[src/rtl/lpg_pkg.sv]
package lpg_pkg;
  typedef enum logic [1:0] {
    MODE_NORMAL = 2'd0,
    MODE_PRBS   = 2'd1,
    MODE_SLOW   = 2'd2,
    MODE_FAST   = 2'd3
  } lpg_mode_t;
endpackage

[src/rtl/lpg_mode_ctl.sv]
module lpg_mode_ctl
  import lpg_pkg::*;
(
  input  logic      clk,
  input  logic      rst,
  input  logic [1:0] mode_req,
  output lpg_mode_t mode_q,
  output logic      enter_prbs,
  output logic      enter_slow,
  output logic      enter_fast
);
  lpg_mode_t mode_nxt;

  always_comb begin
    mode_nxt = lpg_mode_t'(mode_req);
    // fast toggle may not step straight to slow toggle
    if (mode_q == MODE_FAST && mode_nxt == MODE_SLOW)
      mode_nxt = MODE_FAST;
  end

  assign enter_prbs = (mode_nxt == MODE_PRBS) && (mode_q != MODE_PRBS);
  assign enter_slow = (mode_nxt == MODE_SLOW) && (mode_q != MODE_SLOW);
  assign enter_fast = (mode_nxt == MODE_FAST) && (mode_q != MODE_FAST);

  always_ff @(posedge clk) begin
    if (rst) mode_q <= MODE_NORMAL;
    else     mode_q <= mode_nxt;
  end

  // refused fast-to-slow step keeps fast mode
  a_r5_hold_fast: assert property (@(posedge clk) disable iff (rst)
    (mode_q == MODE_FAST && mode_req == 2'd2) |=> (mode_q == MODE_FAST));
  // any other request is taken at the next edge
  a_r10_take_req: assert property (@(posedge clk) disable iff (rst)
    !(mode_q == MODE_FAST && mode_req == 2'd2) |=> (mode_q == lpg_mode_t'($past(mode_req))));
endmodule

[src/rtl/lpg_prbs.sv]
module lpg_prbs #(
  parameter int          WIDTH = 7,
  parameter int          TAP_A = 6,
  parameter int          TAP_B = 5,
  parameter logic [6:0]  SEED  = 7'h01
) (
  input  logic clk,
  input  logic rst,
  input  logic load,
  input  logic advance,
  output logic bit_o
);
  logic [WIDTH-1:0] sr_q;

  always_ff @(posedge clk) begin
    if (rst)          sr_q <= SEED[WIDTH-1:0];
    else if (load)    sr_q <= SEED[WIDTH-1:0];
    else if (advance) sr_q <= {sr_q[WIDTH-2:0], sr_q[TAP_A] ^ sr_q[TAP_B]};
  end

  assign bit_o = sr_q[WIDTH-1];

  // register never falls into the all-zero lock-up state
  a_r2_nonzero: assert property (@(posedge clk) disable iff (rst)
    sr_q != '0);
  // position frozen when not stepping
  a_r6_prbs_freeze: assert property (@(posedge clk) disable iff (rst)
    (!load && !advance) |=> $stable(sr_q));
endmodule

[src/rtl/lpg_toggle.sv]
module lpg_toggle #(
  parameter int   HALF       = 5,
  parameter logic START_HIGH = 1'b0,
  localparam int  PERIOD     = 2 * HALF,
  localparam int  CW         = (PERIOD > 1) ? $clog2(PERIOD) : 1
) (
  input  logic clk,
  input  logic rst,
  input  logic load,
  input  logic advance,
  output logic bit_o
);
  logic [CW-1:0] ph_q;

  always_ff @(posedge clk) begin
    if (rst || load) ph_q <= '0;
    else if (advance) begin
      if (ph_q == CW'(PERIOD - 1)) ph_q <= '0;
      else                         ph_q <= ph_q + 1'b1;
    end
  end

  assign bit_o = START_HIGH ^ (ph_q >= CW'(HALF));

  // phase counter stays inside one period
  a_r3_phase_range: assert property (@(posedge clk) disable iff (rst)
    ph_q <= CW'(PERIOD - 1));
  // mode entry restarts the phase
  a_r3_restart: assert property (@(posedge clk) disable iff (rst)
    load |=> (ph_q == '0));
  // phase frozen when not stepping
  a_r6_tog_freeze: assert property (@(posedge clk) disable iff (rst)
    (!load && !advance) |=> $stable(ph_q));
endmodule

[src/rtl/lane_pattern_gen.sv]
module lane_pattern_gen
  import lpg_pkg::*;
#(
  parameter int LANES     = 3,
  parameter int SLOW_HALF = 5
) (
  input  logic             clk,
  input  logic             rst,
  input  logic [1:0]       mode_req,
  input  logic             ref_clk_ok,
  input  logic [LANES-1:0] lane_in,
  input  logic             clk_lane_in,
  output logic [LANES-1:0] lane_out,
  output logic             clk_lane_out
);
  lpg_mode_t mode_q;
  logic enter_prbs, enter_slow, enter_fast;
  logic prbs_bit, slow_bit, fast_bit;
  logic pat_bit;

  lpg_mode_ctl u_mode (
    .clk(clk), .rst(rst), .mode_req(mode_req), .mode_q(mode_q),
    .enter_prbs(enter_prbs), .enter_slow(enter_slow), .enter_fast(enter_fast)
  );

  lpg_prbs #(.WIDTH(7), .TAP_A(6), .TAP_B(5), .SEED(7'h01)) u_prbs (
    .clk(clk), .rst(rst), .load(enter_prbs),
    .advance(mode_q == MODE_PRBS && ref_clk_ok && !enter_prbs),
    .bit_o(prbs_bit)
  );

  lpg_toggle #(.HALF(SLOW_HALF), .START_HIGH(1'b0)) u_slow (
    .clk(clk), .rst(rst), .load(enter_slow),
    .advance(mode_q == MODE_SLOW && ref_clk_ok),
    .bit_o(slow_bit)
  );

  lpg_toggle #(.HALF(1), .START_HIGH(1'b1)) u_fast (
    .clk(clk), .rst(rst), .load(enter_fast),
    .advance(mode_q == MODE_FAST && ref_clk_ok),
    .bit_o(fast_bit)
  );

  always_comb begin
    unique case (mode_q)
      MODE_PRBS: pat_bit = prbs_bit;
      MODE_SLOW: pat_bit = slow_bit;
      MODE_FAST: pat_bit = fast_bit;
      default:   pat_bit = 1'b0;
    endcase
  end

  for (genvar g = 0; g < LANES; g++) begin : g_lane
    always_ff @(posedge clk) begin
      if (rst)                       lane_out[g] <= 1'b0;
      else if (mode_q == MODE_NORMAL) lane_out[g] <= lane_in[g];
      else                           lane_out[g] <= pat_bit & ref_clk_ok;
    end
  end

  always_ff @(posedge clk) begin
    if (rst) clk_lane_out <= 1'b0;
    else     clk_lane_out <= clk_lane_in;
  end

  // clock lane is a plain one-cycle copy
  a_r7_clk_lane: assert property (@(posedge clk) disable iff (rst)
    1'b1 |=> (clk_lane_out == $past(clk_lane_in)));
  // normal mode forwards data
  a_r1_pass: assert property (@(posedge clk) disable iff (rst)
    (mode_q == MODE_NORMAL) |=> (lane_out == $past(lane_in)));
  // idle data lanes while reference clock absent in a test mode
  a_r6_idle: assert property (@(posedge clk) disable iff (rst)
    (mode_q != MODE_NORMAL && !ref_clk_ok) |=> (lane_out == '0));
  // test modes drive identical bits on every lane
  a_r8_same: assert property (@(posedge clk) disable iff (rst)
    (mode_q != MODE_NORMAL) |=> (lane_out == '0 || lane_out == '1));
endmodule

[config.mk]
export PLATFORM = sky130hd
export DESIGN_NAME = lane_pattern_gen
export DESIGN_NICKNAME = d
export VERILOG_FILES = /design/src/rtl/lpg_pkg.sv /design/src/rtl/lpg_mode_ctl.sv /design/src/rtl/lpg_prbs.sv /design/src/rtl/lpg_toggle.sv /design/src/rtl/lane_pattern_gen.sv
export SDC_FILE = /design/constraint.sdc
export NUM_CORES = 1
export LEC_CHECK = 0
export ABC_CLOCK_PERIOD_IN_PS = 1800
export BUFFER_PORTS_ARGS = -buffer_cell sky130_fd_sc_hd__buf_2
export CORE_MARGIN = 1.5
export CORE_UTILIZATION = 55
export DETAILED_ROUTE_END_ITERATION = 12
export PLACE_DENSITY = 0.81
export SETUP_SLACK_MARGIN = 0.5
export SLEW_MARGIN = 5
export SYNTH_ARGS = -nofsm -noshare
export SYNTH_HDL_FRONTEND = slang
export SYNTH_SLANG_ARGS = --single-unit
[constraint.sdc]
create_clock -name clk -period 1.8 [get_ports clk]
set_input_delay 0.09 -clock clk [delete_from_list [all_inputs] [get_ports clk]]
set_output_delay 0.09 -clock clk [all_outputs]
set_load 0.01 [all_outputs]
==> impl_metrics.json <==
{
  "p_sw_uw": 166.0,
  "dp_hpwl_um": 873.6,
  "syn2layout_area_growth_pct": 17.30,
  "io_buffer_count": 12,
  "outcome": "finished clean",
  "die_area_mm2": 0.001598,
  "grt-ovfl-total": 0,
  "drc": 0,
  "totalPowerFinal_uw": 725.7,
  "antenna_found_initial": 0,
  "drv_slew": 0,
  "cts_buffer_depth": 2,
  "synth_edf_count": 0,
  "vdd_drop_max_mv": 0.5161,
  "most-common-layout-cells": "dfxtp_1 (15), buf_2 (12), nor2_1 (11), nand2_1 (7), mux2i_1 (6)",
  "syn_nets": 89,
  "yosys_most_used_dff": "dfxtp_1",
  "drtAntennaViolNets": 0,
  "via_count": 604,
  "globalplace.congestion": 0.7342,
  "drv_cap": 0,
  "clk_pin_slew_ns": 0.11,
  "synth_area_um2": 752.0,
  "wl_per_cell_um": 12.21,
  "dp_cells": 104,
  "die_w_um": 39.98,
  "rows": 13,
  "layout_commonest_cell": "dfxtp_1",
  "fp.dieH_um": 39.98,
  "hp-class": "in -> reg",
  "layout.cells.non_filler": 111,
  "hold_viol_final": 0,
  "synth_cells": 80,
  "routed_via_density": 5.441,
  "fin_crit_ns": 1.234,
  "p_sw_frac": 0.2288,
  "diodes": 0,
  "clkSinkCount": 18,
  "grt_max_degree": 11,
  "grt_use_total": 0.1953,
  "relSlewSlack": 0.6341,
  "h-tree-depth": 1,
  "fill_cells": 96,
  "ys_types": 30,
  "arrival_ns": 1.47,
  "final_util": 0.6865,
  "root_buffer": "clkbuf_4",
  "dr.pass1.iters": 4,
  "grt_setup_unrepaired": "true",
  "yosysSeqAreaShare": 0.4792,
  "crit_type": "reg -> reg",
  "drive_above_1_share": 0.2813,
  "p_leak_nw": 0.4195,
  "clock_latency_ns": 0.30,
  "cp_max_fo": 6,
  "p_per_area_mw_per_mm2": 822.7,
  "yosys_warnings": 0,
  "cp-end-kind": "flip-flop",
  "grt_pass1_wl_um": 1973,
  "p_int_uw": 559.7,
  "start_util": 0.5852,
  "regArea_um2": 369.1,
  "min_period_over_period": 0.6855,
  "cts_buffers": 3,
  "multi_input_area_um2": 364.1,
  "drtIter0Drc": 10,
  "timing.fmax_mhz": 810.5,
  "routed_wl_um": 1355,
  "startpoint_type": "flip-flop",
  "ys_ff_latch": 18,
  "async_flop_share": 0,
  "worst_ep_required_time_ns": 2.04,
  "comb_power_share": 0.082,
  "worstMarginPinSlew_ns": 0.5441,
  "syn_avg_cell_area_um2": 9.400,
  "core_area_mm2": 0.001285,
  "finClkSkew_ns": 0.009285,
  "p_seq_frac": 0.575,
  "tns_ns": 0,
  "clockPowerShare": 0.343,
  "grt_pass1_vias": 473,
  "cts_tree": "yes",
  "layout.nets": 106,
  "io-pin-count": 13,
  "setup_viol": 0
}
-- per-layer routing --
layer | vias up | share of wire | track usage
met4 | 0 | 0.017 | 0.1034
li1 | 312 | - | -
met2 | 18 | 0.47 | 0.3105
met1 | 270 | 0.46 | 0.2300
met5 | - | 0 | 0
met3 | 4 | 0.054 | 0.06667
-- flip-flops by register name, indices dropped and copies added, names as in the netlist --
name,count
u_slow.ph_q,4
lane_out,3
u_mode.mode_q,2
u_prbs.sr_q,7
clk_lane_out,1
u_fast.ph_q,1
-- cell families (layout without fill, tap and decap cells) --
group / count (synthesis) / in the layout / synth area share
AND/OR/NAND/NOR: 31 / 31 / 0.2329
flip-flops: 18 / 18 / 0.4792
AO/OA/AOI/OAI: 17 / 17 / 0.1481
multiplexers: 6 / 6 / 0.07987
buffers and inverters: 6 / 22 / 0.03660
XOR/XNOR: 2 / 2 / 0.02330
-- final timing paths --
kind,startpoint,to,slack [ns],cells past startpoint
max,u_slow.ph_q[0],u_slow.ph_q[3],0.57,3
min,clk_lane_in,clk_lane_out,0.008,2
max reg2reg,u_slow.ph_q[0],u_slow.ph_q[3],0.57,3
min reg2reg,u_slow.ph_q[1],u_slow.ph_q[1],0.50,2
-- final cells by class --
| cell class | count | share of cell area |
|---|---|---|
| clock buffers | 4 | 0.04113 |
| inverters | 3 | 0.01277 |
| multi-input cells | 56 | 0.4128 |
| flip-flops and latches | 18 | 0.4184 |
| well taps | 15 | 0.02128 |
| repair buffers | 15 | 0.09362 |
-- metrics by stage --
| stage | area [um2] | worst slack (ns) | hold WS, ns |
|---|---|---|---|
| 6_report | 882.1 | 0.5661 | 0.007604 |
| 4_1_cts | 867.1 | 0.5307 | 0.01152 |
| 3_3_place_gp | 814.5 | 0.4529 | 0.3078 |
| 3_5_place_dp | 814.5 | 0.4029 | 0.3173 |
| 2_1_floorplan | 752.0 | 0.5989 | 0.2074 |
| 5_1_grt | 882.1 | 0.4862 | 0.02140 |
-- power by group through the flow --
stage          clock network, mW  logic [mW]  registers [mW]
2_1_floorplan                  0      0.0351           0.426
3_5_place_dp                   0      0.0539           0.427
6_report                   0.249      0.0592           0.418
3_3_place_gp                   0      0.0529           0.427
5_1_grt                    0.266      0.0652           0.420
4_1_cts                    0.254      0.0565           0.418
-- critical path, stage by stage, from the launching register on --
cell and delay [ns]:
dfxtp_1 0.42, nand4b_4 0.15, or4b_1 0.48, a31oi_1 0.13
-- synthesized netlist by cell type (2+ instances only) --
| library cell | instances | area [um2] |
|---|---|---|
| nand3b_1 | 2 | 15.01 |
| or3_2 | 2 | 15.01 |
| nor2_1 | 11 | 41.29 |
| a31oi_1 | 4 | 25.02 |
| a21oi_1 | 4 | 20.02 |
| o21ai_0 | 2 | 10.01 |
| nor2b_1 | 2 | 12.51 |
| dfxtp_1 | 18 | 360.4 |
| mux2i_1 | 6 | 60.06 |
| inv_1 | 3 | 11.26 |
| nand2_1 | 7 | 26.28 |
-- timing repair --
item                       4_1_cts  5_1_grt
setup endpoints to repair       10        8
hold buffers                     0        0
pin swaps                        0        1
gates resized for setup          1        4
setup buffers                    2        1
(Power assumes the default switching activity.)
